## src/rtl/adc_regseq_pkg.sv

```systemverilog
package adc_regseq_pkg;
  localparam int CFG_W   = 11;
  localparam int CHUNK_W = 3;
  localparam int NTRIG   = 2;
  localparam int SEL_W   = $clog2(NTRIG);

  typedef enum logic [1:0] {
    TRG_SOFT = 2'd0,
    TRG_RISE = 2'd1,
    TRG_FALL = 2'd2,
    TRG_BOTH = 2'd3
  } trg_mode_e;

  typedef struct packed {
    logic [1:0]         res_code;
    logic               ovr_over;
    logic [CHUNK_W-1:0] chunk_m1;
    logic               disc;
    logic               cont;
    logic [SEL_W-1:0]   trig_pick;
    trg_mode_e          trg_mode;
  } mode_cfg_t;
endpackage

```

## src/rtl/adc_regseq_trig.sv

```systemverilog
module adc_regseq_trig #(
  parameter int NTRIG  = 2,
  parameter int STAGES = 2
) (
  input  logic                     clk,
  input  logic                     rst_n,
  input  logic [NTRIG-1:0]         trig_in,
  input  logic [$clog2(NTRIG)-1:0] pick,
  input  adc_regseq_pkg::trg_mode_e mode,
  output logic                     hit
);
  import adc_regseq_pkg::*;

  logic [NTRIG-1:0] now_lv, old_lv;

  for (genvar i = 0; i < NTRIG; i++) begin : g_in
    logic [STAGES-1:0] sh;
    logic              prv;
    always_ff @(posedge clk) begin
      if (!rst_n) begin
        sh  <= '0;
        prv <= 1'b0;
      end else begin
        sh  <= {sh[STAGES-2:0], trig_in[i]};
        prv <= sh[STAGES-1];
      end
    end
    assign now_lv[i] = sh[STAGES-1];
    assign old_lv[i] = prv;
  end

  logic rise, fall;
  assign rise = now_lv[pick] & ~old_lv[pick];
  assign fall = ~now_lv[pick] & old_lv[pick];

  always_comb begin
    unique case (mode)
      TRG_RISE: hit = rise;
      TRG_FALL: hit = fall;
      TRG_BOTH: hit = rise | fall;
      default:  hit = 1'b0;
    endcase
  end
endmodule

```

## src/rtl/adc_regseq_cfg.sv

```systemverilog
module adc_regseq_cfg (
  input  logic                       clk,
  input  logic                       rst_n,
  input  logic                       we,
  input  adc_regseq_pkg::mode_cfg_t  wval,
  input  logic                       lock,
  output adc_regseq_pkg::mode_cfg_t  cfg_q
);
  logic accept;
  assign accept = we && !lock && !(wval.cont && wval.disc);

  always_ff @(posedge clk) begin
    if (!rst_n)      cfg_q <= '0;
    else if (accept) cfg_q <= wval;
  end
endmodule

```

## src/rtl/adc_regseq_ctl.sv

```systemverilog
module adc_regseq_ctl #(
  parameter int CH_W    = 5,
  parameter int SEQ_MAX = 16,
  parameter int CHUNK_W = 3
) (
  input  logic                       clk,
  input  logic                       rst_n,
  input  logic                       cont,
  input  logic                       disc,
  input  logic [CHUNK_W-1:0]         chunk_m1,
  input  logic                       hw_en,
  input  logic                       hw_hit,
  input  logic                       sw_start,
  input  logic                       sw_stop,
  input  logic [$clog2(SEQ_MAX)-1:0] len_m1,
  input  logic [SEQ_MAX*CH_W-1:0]    chans,
  output logic                       req_valid,
  input  logic                       req_ready,
  output logic [CH_W-1:0]            req_chan,
  input  logic                       res_valid,
  output logic                       res_take,
  output logic [CH_W-1:0]            cur_chan,
  output logic                       busy_q,
  output logic                       waiting_q
);
  localparam int POS_W = $clog2(SEQ_MAX);

  logic [POS_W-1:0]   pos;
  logic [CHUNK_W-1:0] ccnt;
  logic start_ok, last, chunk_end;

  assign start_ok  = !busy_q && !waiting_q && (hw_en ? hw_hit : sw_start);
  assign res_take  = waiting_q && res_valid;
  assign last      = (pos == len_m1);
  assign chunk_end = (ccnt == chunk_m1) || last;
  assign req_valid = busy_q && !waiting_q;
  assign req_chan  = chans[pos*CH_W +: CH_W];

  always_ff @(posedge clk) begin
    if (!rst_n) begin
      busy_q    <= 1'b0;
      waiting_q <= 1'b0;
      pos       <= '0;
      ccnt      <= '0;
      cur_chan  <= '0;
    end else begin
      if (start_ok) begin
        busy_q <= 1'b1;
        ccnt   <= '0;
      end
      if (req_valid && req_ready) begin
        waiting_q <= 1'b1;
        cur_chan  <= req_chan;
      end
      if (res_take) begin
        waiting_q <= 1'b0;
        if (busy_q) begin
          pos <= last ? '0 : pos + 1'b1;
          if (disc) begin
            ccnt <= chunk_end ? '0 : ccnt + 1'b1;
            if (chunk_end) busy_q <= 1'b0;
          end else if (last && !cont) begin
            busy_q <= 1'b0;
          end
        end
      end
      if (sw_stop) begin
        busy_q <= 1'b0;
        pos    <= '0;
        ccnt   <= '0;
      end
    end
  end
endmodule

```

## src/rtl/adc_regseq_dreg.sv

```systemverilog
module adc_regseq_dreg #(
  parameter int RAW_W = 14,
  parameter int CH_W  = 5
) (
  input  logic             clk,
  input  logic             rst_n,
  input  logic             new_res,
  input  logic [RAW_W-1:0] raw,
  input  logic [CH_W-1:0]  chan,
  input  logic [1:0]       res_code,
  input  logic             ovr_over,
  input  logic             rd_ready,
  input  logic             ovr_clr,
  output logic             rd_valid,
  output logic [RAW_W-1:0] rd_data,
  output logic [CH_W-1:0]  rd_chan,
  output logic             ovr_q
);
  logic [RAW_W-1:0] aligned;
  logic rd_fire;
  assign aligned = raw >> {res_code, 1'b0};
  assign rd_fire = rd_valid && rd_ready;

  always_ff @(posedge clk) begin
    if (!rst_n) begin
      rd_valid <= 1'b0;
      rd_data  <= '0;
      rd_chan  <= '0;
      ovr_q    <= 1'b0;
    end else begin
      if (ovr_clr) ovr_q <= 1'b0;
      if (new_res) begin
        if (!rd_valid || rd_fire) begin
          rd_valid <= 1'b1;
          rd_data  <= aligned;
          rd_chan  <= chan;
        end else begin
          ovr_q <= 1'b1;
          if (ovr_over) begin
            rd_data <= aligned;
            rd_chan <= chan;
          end
        end
      end else if (rd_fire) begin
        rd_valid <= 1'b0;
      end
    end
  end
endmodule

```

## src/rtl/adc_regseq.sv

```systemverilog
module adc_regseq #(
  parameter int CH_W    = 5,
  parameter int SEQ_MAX = 16,
  parameter int RAW_W   = 14,
  parameter int SYNC_N  = 2
) (
  input  logic                                clk,
  input  logic                                rst_n,
  input  logic                                cfg_we,
  input  logic [adc_regseq_pkg::CFG_W-1:0]    cfg_wdata,
  output logic [adc_regseq_pkg::CFG_W-1:0]    cfg_rd,
  input  logic                                sw_start,
  input  logic                                sw_stop,
  input  logic [adc_regseq_pkg::NTRIG-1:0]    ext_trig,
  input  logic [$clog2(SEQ_MAX)-1:0]          seq_len_m1,
  input  logic [SEQ_MAX*CH_W-1:0]             seq_chans,
  output logic                                conv_req_valid,
  input  logic                                conv_req_ready,
  output logic [CH_W-1:0]                     conv_req_chan,
  input  logic                                conv_res_valid,
  input  logic [RAW_W-1:0]                    conv_res_data,
  output logic                                dout_valid,
  input  logic                                dout_ready,
  output logic [RAW_W-1:0]                    dout_data,
  output logic [CH_W-1:0]                     dout_chan,
  output logic                                ovr_flag,
  input  logic                                ovr_clr,
  output logic                                busy
);
  import adc_regseq_pkg::*;

  mode_cfg_t       cfg_q;
  logic            waiting, hw_hit, res_take;
  logic [CH_W-1:0] cur_chan;

  assign cfg_rd = cfg_q;

  adc_regseq_cfg u_cfg (
    .clk(clk), .rst_n(rst_n), .we(cfg_we), .wval(mode_cfg_t'(cfg_wdata)),
    .lock(busy || waiting), .cfg_q(cfg_q)
  );

  adc_regseq_trig #(.NTRIG(NTRIG), .STAGES(SYNC_N)) u_trig (
    .clk(clk), .rst_n(rst_n), .trig_in(ext_trig), .pick(cfg_q.trig_pick),
    .mode(cfg_q.trg_mode), .hit(hw_hit)
  );

  adc_regseq_ctl #(.CH_W(CH_W), .SEQ_MAX(SEQ_MAX), .CHUNK_W(CHUNK_W)) u_ctl (
    .clk(clk), .rst_n(rst_n), .cont(cfg_q.cont), .disc(cfg_q.disc),
    .chunk_m1(cfg_q.chunk_m1), .hw_en(cfg_q.trg_mode != TRG_SOFT),
    .hw_hit(hw_hit), .sw_start(sw_start), .sw_stop(sw_stop),
    .len_m1(seq_len_m1), .chans(seq_chans), .req_valid(conv_req_valid),
    .req_ready(conv_req_ready), .req_chan(conv_req_chan),
    .res_valid(conv_res_valid), .res_take(res_take), .cur_chan(cur_chan),
    .busy_q(busy), .waiting_q(waiting)
  );

  adc_regseq_dreg #(.RAW_W(RAW_W), .CH_W(CH_W)) u_dreg (
    .clk(clk), .rst_n(rst_n), .new_res(res_take), .raw(conv_res_data),
    .chan(cur_chan), .res_code(cfg_q.res_code), .ovr_over(cfg_q.ovr_over),
    .rd_ready(dout_ready), .ovr_clr(ovr_clr), .rd_valid(dout_valid),
    .rd_data(dout_data), .rd_chan(dout_chan), .ovr_q(ovr_flag)
  );
endmodule

```

## config.mk

```make
export PLATFORM = sky130hd
export DESIGN_NAME = adc_regseq
export DESIGN_NICKNAME = d
export VERILOG_FILES = /design/src/rtl/adc_regseq_pkg.sv /design/src/rtl/adc_regseq_trig.sv /design/src/rtl/adc_regseq_cfg.sv /design/src/rtl/adc_regseq_ctl.sv /design/src/rtl/adc_regseq_dreg.sv /design/src/rtl/adc_regseq.sv
export SDC_FILE = /design/constraint.sdc
export NUM_CORES = 1
export LEC_CHECK = 0
export ABC_AREA = 0
export BUFFER_PORTS_ARGS = -buffer_cell sky130_fd_sc_hd__buf_2
export CAP_MARGIN = 20
export CORE_UTILIZATION = 40
export CTS_CLUSTER_SIZE = 25
export DETAILED_ROUTE_END_ITERATION = 6
export PLACE_DENSITY = 0.72
export SLEW_MARGIN = 20
export SYNTH_ARGS = -nofsm -noshare
export SYNTH_HDL_FRONTEND = slang
export SYNTH_SLANG_ARGS = --single-unit
```

## constraint.sdc

```tcl
create_clock -name clk -period 4.64 [get_ports clk]
set_input_delay 0.232 -clock clk [delete_from_list [all_inputs] [get_ports clk]]
set_output_delay 0.232 -clock clk [all_outputs]
set_load 0.05 [all_outputs]
```

==> run summary, run 1 <==
global-route wire length before repair = 13700 um
Post-Place Setup Slack = 2.00 ns
final core occ = 53.9%
final instance area = 3990 um2
ys async rst share = 0%
Hold Crit Depth = 2
Placeable Area = 7410 um2
skew final = 0.0168 ns
Synth Instances = 322
CP peak stage delay = 0.99 ns
Rows = 31
register area share after synthesis = 33.2%
max-cap violation count = 0
crit end category = primary output
Max rail drop VDD = 149 uV
Placed Cells incl. Taps = 552
number of synthesized register bits = 52
Starting Density = 42.3%
clk sinks = 52
GRT busiest layer = met2
worst slew pin tran = 0.981 ns
crit-path cells = mux4_1 > or2_0 > a32oi_1 > inv_1 > buf_2
Hold Crit Class = input port to flip-flop
Netlist cell types = 46
Final Max Tran Viols = 0
share of cells above drive strength 1 = 40.4%
Leakage = 1.80 nW
total track usage = 20.6%
Post-route DRC = 0
min Tclk post-route = 2.97 ns
Die W = 90.5 um
Rel. slew slack = 34.6%
post-cts sizing count = 0
CP max stage cell = dfxtp_2
Worst R2R Path Depth = 4
CTS root buf = clkbuf_8
Placed Area = 3900 um2
htree depth = 2
largest cells by area after synthesis = dfxtp_1, mux2i_1, mux4_2
Routed Wire Length = 8420 um
syn avg cell area = 9.73 um2
Tcrit/Tclk final = 63.9%
number of synthesized flops with an enable pin = 0
area fraction of the dominant cell type after synthesis = 33.2%
initial antenna violation count = 2
Power Density = 234 nW/um2
max frequency = 337 MHz
die height = 90.5 um
ys flop type = dfxtp_1
IO Port Bufs = 158
vias in the first global route = 2909
Initial DRC Count = 59
Power, Total = 936 uW
Hold Vio Cnt, Final = 0
GR Util met1 = 24.9%
critical path data arrival time = 2.73 ns
Net count, final = 584
Area Growth Syn to Fin = 27.5%
Worst-Skew Late Latency = 0.31 ns
# Post-CTS Setup Buffers = 0
Vias/cell = 5.27
Mapped Area = 3130 um2
Num CTS Buffers = 5
total number of vias = 2951
startpoint types = flip-flop
io pins = 159
area leader, netlist = dfxtp_1
met2 Use GR = 35.7%
Final Non-Filler Cells = 560
final setup margin = 1.67 ns
GR Overflow Total = 0
CTS tree = yes
Die ar. = 8190 um2
Detailed Routing Iterations Pass 1 = 4
Max clock buf depth = 2
Critical Path RT = 4.41 ns
Hold-fix buffers, CTS = 0
critical path class = flip-flop to primary output
ANT nets after route = 0
M3 GR Usage = 5.72%
WL/cell = 15.0 um
RSZ-0062 raised after global routing = no
setup violators final = 0
clk slew on worst S/H paths = 0.10 ns
GPL Wtd Cong = 0.823
Syn Nets = 446
WHS = 0.129 ns
yosys warns = 0
dpl hpwl = 6510 um
largest net degree at the start of global routing = 47
status = finished clean
setup_tns = 0 ns
Crit Path Max Fanout = 35
Yosys cell counts, drive strengths merged (5+ instances only):
library cell and number:
inv 9, a21boi 18, mux2 5, o211ai 6, buf 16, a32oi 5
nor2b 17, mux2i 37, clkbuf 11, xor2 7, nand2 38, mux4 15
or2 5, nor2 6, o21ai 6, a21oi 11, a2bb2oi 6, nand3 5
dfxtp 52, and2 10, a22oi 6
where the power goes:
part	total, mW	switching (mW)	leakage (nW)	internal [mW]
clock	0.268	0.149	0.0473	0.119
combinational	0.193	0.104	1.33	0.0893
sequential	0.475	0.0158	0.423	0.460
total	0.936	0.268	1.80	0.668
worst max-delay path: cells and delay by family (launching register included):
family | cells | cell delay, ns
flops | 1 | 0.99
compound gates | 1 | 0.28
simple gates | 1 | 0.21
mux | 1 | 0.66
buf+inv | 2 | 0.27
registers in the layout, summed over array words and instances (netlist names):
register         cells
u_ctl.busy_q         1
u_trig.g_in.sh       4
u_dreg.rd_data      14
u_ctl.pos            4
u_ctl.cur_chan       5
u_ctl.waiting_q      1
u_ctl.ccnt           3
u_dreg.rd_chan       5
u_trig.g_in.prv      2
u_dreg.ovr_q         1
u_dreg.rd_valid      1
u_cfg.cfg_q         11
cell type report:
type | instances | area, um2
fill | 709 | 3410
sequential | 52 | 1040
clock buffer | 6 | 82.6
multi-input combinational | 234 | 1910
inverter | 9 | 33.8
timing repair buffer | 158 | 791
tap | 99 | 124
antenna | 1 | 2.50
clock inverter | 1 | 8.76
placed cells by master, fill, tap and decap left out, types with 2 or more instances in the layout:
cell type and n:
o211ai_1 6, nor2b_1 17, nor2_1 6, nand2_1 38, buf_2 158, xor2_1 7, nand3_1 5, mux2_2 5
or3_1 3, a21oi_1 11, a32oi_1 5, dfxtp_1 51, o21ai_0 6, o21a_1 2, a2bb2oi_1 6, or2_0 5
ha_1 4, a21boi_0 18, mux4_2 11, clkbuf_8 6, and2_1 10, mux4_1 4, mux2i_1 37, a22oi_1 6
a211oi_1 2, inv_1 9, o211a_1 2, nand2b_1 3
worst paths after layout:
kind / to / slack [ns] / startpoint
max: conv_req_chan[0] / 1.67 / u_ctl.pos[0]
min: u_trig.g_in[1].sh[0] / 0.13 / ext_trig[1]
max reg2reg: u_ctl.cur_chan[0] / 2.25 / u_ctl.pos[0]
min reg2reg: u_trig.g_in[1].sh[1] / 0.44 / u_trig.g_in[1].sh[0]
cells by family after synthesis:
logic type | count (synthesis) | synth area share, %
fa+ha+maj | 4 | 1.60
xor+xnor | 7 | 1.96
simple gates | 95 | 15.9
compound gates | 71 | 16.6
buf+inv | 36 | 5.79
mux | 57 | 24.9
flops | 52 | 33.2
metal layers:
| layer | part of all wire, % | routed length [um] |
|---|---|---|
| met3 | 8.0 | 671 |
| met1 | 41 | 3470 |
| met2 | 49 | 4150 |
| met5 | 0 | 0 |
| met4 | 1.5 | 126 |
Note: power is estimated with default switching activity, not from simulation.
==> run 2, diff against run 1 <==
==> constraint.sdc (replaced) <==
create_clock -name clk -period 2.8 [get_ports clk]
set_input_delay 0.14 -clock clk [delete_from_list [all_inputs] [get_ports clk]]
set_output_delay 0.14 -clock clk [all_outputs]
set_load 0.05 [all_outputs]
==> run summary, run 2 (synthesized netlist as in run 1, its figures left out) <==
status = finished clean (unchanged)
Hold-fix buffers, CTS = 0 (unchanged)
Hold Crit Class = input port to flip-flop (unchanged)
total track usage = 20.1% (was 20.6%)
CTS tree = yes (unchanged)
global-route wire length before repair = 13400 um (was 13700 um)
Max clock buf depth = 2 (unchanged)
M3 GR Usage = 5.89% (was 5.72%)
critical path class = flip-flop to primary output (unchanged)
fillers = 699 (was 709)
WP depth = 6 (was 5)
post-cts sizing count = 0 (unchanged)
GR Overflow Total = 0 (unchanged)
crit end category = primary output (unchanged)
setup violators final = 0 (unchanged)
Tcrit/Tclk final = 89.8%
min Tclk post-route = 2.52 ns
skew final = 0.0117 ns (was 0.0168 ns)
Initial DRC Count = 82 (was 59)
Vias/cell = 5.25 (was 5.27)
Post-route DRC = 0 (unchanged)
clk slew on worst S/H paths = 0.09 ns (was 0.10 ns)
Critical Path RT = 2.66 ns (was 4.41 ns)
Final Max Tran Viols = 0 (unchanged)
Top Registers = u_dreg.rd_data x14, u_cfg.cfg_q x11 (unchanged)
ANT nets after route = 0 (unchanged)
Hold Vio Cnt, Final = 0 (unchanged)
Starting Density = 42.3% (unchanged)
CP peak stage delay = 0.58 ns (was 0.99 ns)
setup_tns = 0 ns (unchanged)
sw frac = 28.1% (was 28.6%)
crit-path cells = buf_4 > mux4_2 > a2bb2oi_1 > a32oi_1 > inv_1 > buf_2 (was mux4_1 > or2_0 > a32oi_1 > inv_1 > buf_2)
Crit Path Max Fanout = 13 (was 35)
crit path launch = u_ctl.pos[0] (unchanged)
min-delay src = ext_trig[1] (unchanged)
Worst-Skew Late Latency = 0.30 ns (was 0.31 ns)
htree depth = 2 (unchanged)
io pins = 159 (unchanged)
Power, Total = 1.54 mW (was 936 uW)
commonest non-fill, non-tap cell in the layout = buf_2 (unchanged)
startpoint types = flip-flop (unchanged)
FF/Latch Area = 1040 um2 (unchanged)
max-cap violation count = 0 (unchanged)
GRT busiest layer = met2 (unchanged)
WL/cell = 14.7 um (was 15.0 um)
sequential share of power = 51.1% (was 50.8%)
reg2reg start = u_cfg.cfg_q[2] (was u_ctl.pos[0])
critical path data arrival time = 2.38 ns (was 2.73 ns)
worst path bufs/invs = 3 (was 2)
power share of the combinational group = 20.8% (was 20.6%)
max reg flops = 14 (unchanged)
Leakage = 1.82 nW (was 1.80 nW)
Hold Crit Depth = 2 (unchanged)
Power Density = 383 nW/um2 (was 234 nW/um2)
Num CTS Buffers = 5 (unchanged)
Routed Wire Length = 8270 um (was 8420 um)
Int Power = 1.11 mW (was 668 uW)
CP max stage cell = dfxtp_2 (unchanged)
Max rail drop VDD = 220 uV (was 149 uV)
Sw Pwr = 432 uW (was 268 uW)
Area Growth Syn to Fin = 28.2% (was 27.5%)
GR Util met1 = 23.4% (was 24.9%)
most frequent cells in the layout = buf_2, dfxtp_1, nand2_1 (unchanged)
Worst R2R Path Depth = 7 (was 4)
Rel. slew slack = 48.2% (was 34.6%)
RSZ-0062 raised after global routing = no (unchanged)
clock power share = 28.0% (was 28.6%)
Biggest register = u_dreg.rd_data (unchanged)
Placeable Area = 7410 um2 (unchanged)
Rows = 31 (unchanged)
worst slew pin tran = 0.776 ns (was 0.981 ns)
IO Port Bufs = 158 (unchanged)
crit-path leading delay family = flip-flops (unchanged)
vias in the first global route = 2821 (was 2909)
# Post-CTS Setup Buffers = 0 (unchanged)
Net count, final = 587 (was 584)
met2 Use GR = 35.0% (was 35.7%)
max frequency = 398 MHz
Detailed Routing Iterations Pass 1 = 4 (unchanged)
CTS root buf = clkbuf_8 (unchanged)
clk sinks = 52 (unchanged)
Die ar. = 8190 um2 (unchanged)
initial antenna violation count = 1 (was 2)
GPL Wtd Cong = 0.850 (was 0.823)
die height = 90.5 um (unchanged)
area of the multi-input gates = 1910 um2 (unchanged)
dpl hpwl = 6560 um (was 6510 um)
share of cells above drive strength 1 = 40.8% (was 40.4%)
largest net degree at the start of global routing = 45 (was 47)
Die W = 90.5 um (unchanged)
total number of vias = 2955 (was 2951)
-- run 2: cell types whose count changed in the layout (fill, tap and decap cells not counted) --
cell / previous run / this run
buf_4: 0 / 3
-- run 2: layout make-up --
| class | instances | area share, % |
|---|---|---|
| diodes | 1 | 0.0623 |
| clock inverters | 1 | 0.218 |
| flip-flops and latches | 52 | 26.0 |
| well taps | 99 | 3.08 |
| inverters | 9 | 0.841 |
| multi-input cells | 234 | 47.5 |
| repair buffers | 161 | 20.2 |
| clock buffers | 6 | 2.06 |
-- run 2: final timing paths --
kind	to	slack (ns)
worst max-delay path	conv_req_chan[3]	0.28
worst min-delay path	u_trig.g_in[1].sh[0]	0.05
worst max register to register	u_ctl.ccnt[0]	0.59
worst min register to register	u_trig.g_in[1].sh[1]	0.44
-- run 2: metrics by stage --
stage          worst slack (ns)  utilization, %  area, um2  hold WS, ns  std cells
2_1_floorplan             0.566               -       3130        0.267        322
3_3_place_gp              0.708            52.9       3920        0.346        555
3_5_place_dp              0.618            52.9       3920        0.356        555
4_1_cts                   0.281            54.2       4010       0.0313        562
5_1_grt                   0.134            54.2       4020       0.0281        563
6_report                  0.285            54.2       4020       0.0468        563
-- run 2: power groups by stage --
stage	clock, mW	combinational (mW)	sequential (mW)
after floorplan	0	0.172	0.830
after global placement	0	0.319	0.805
after detailed placement	0	0.322	0.805
after CTS	0.456	0.323	0.788
after global routing	0.491	0.346	0.792
final	0.432	0.321	0.788
-- run 2: per-layer routing --
metal,up-vias,wire (um)
li1,1455,-
met1,1361,3410
met2,125,4060
met3,14,650
met4,0,157
met5,-,0
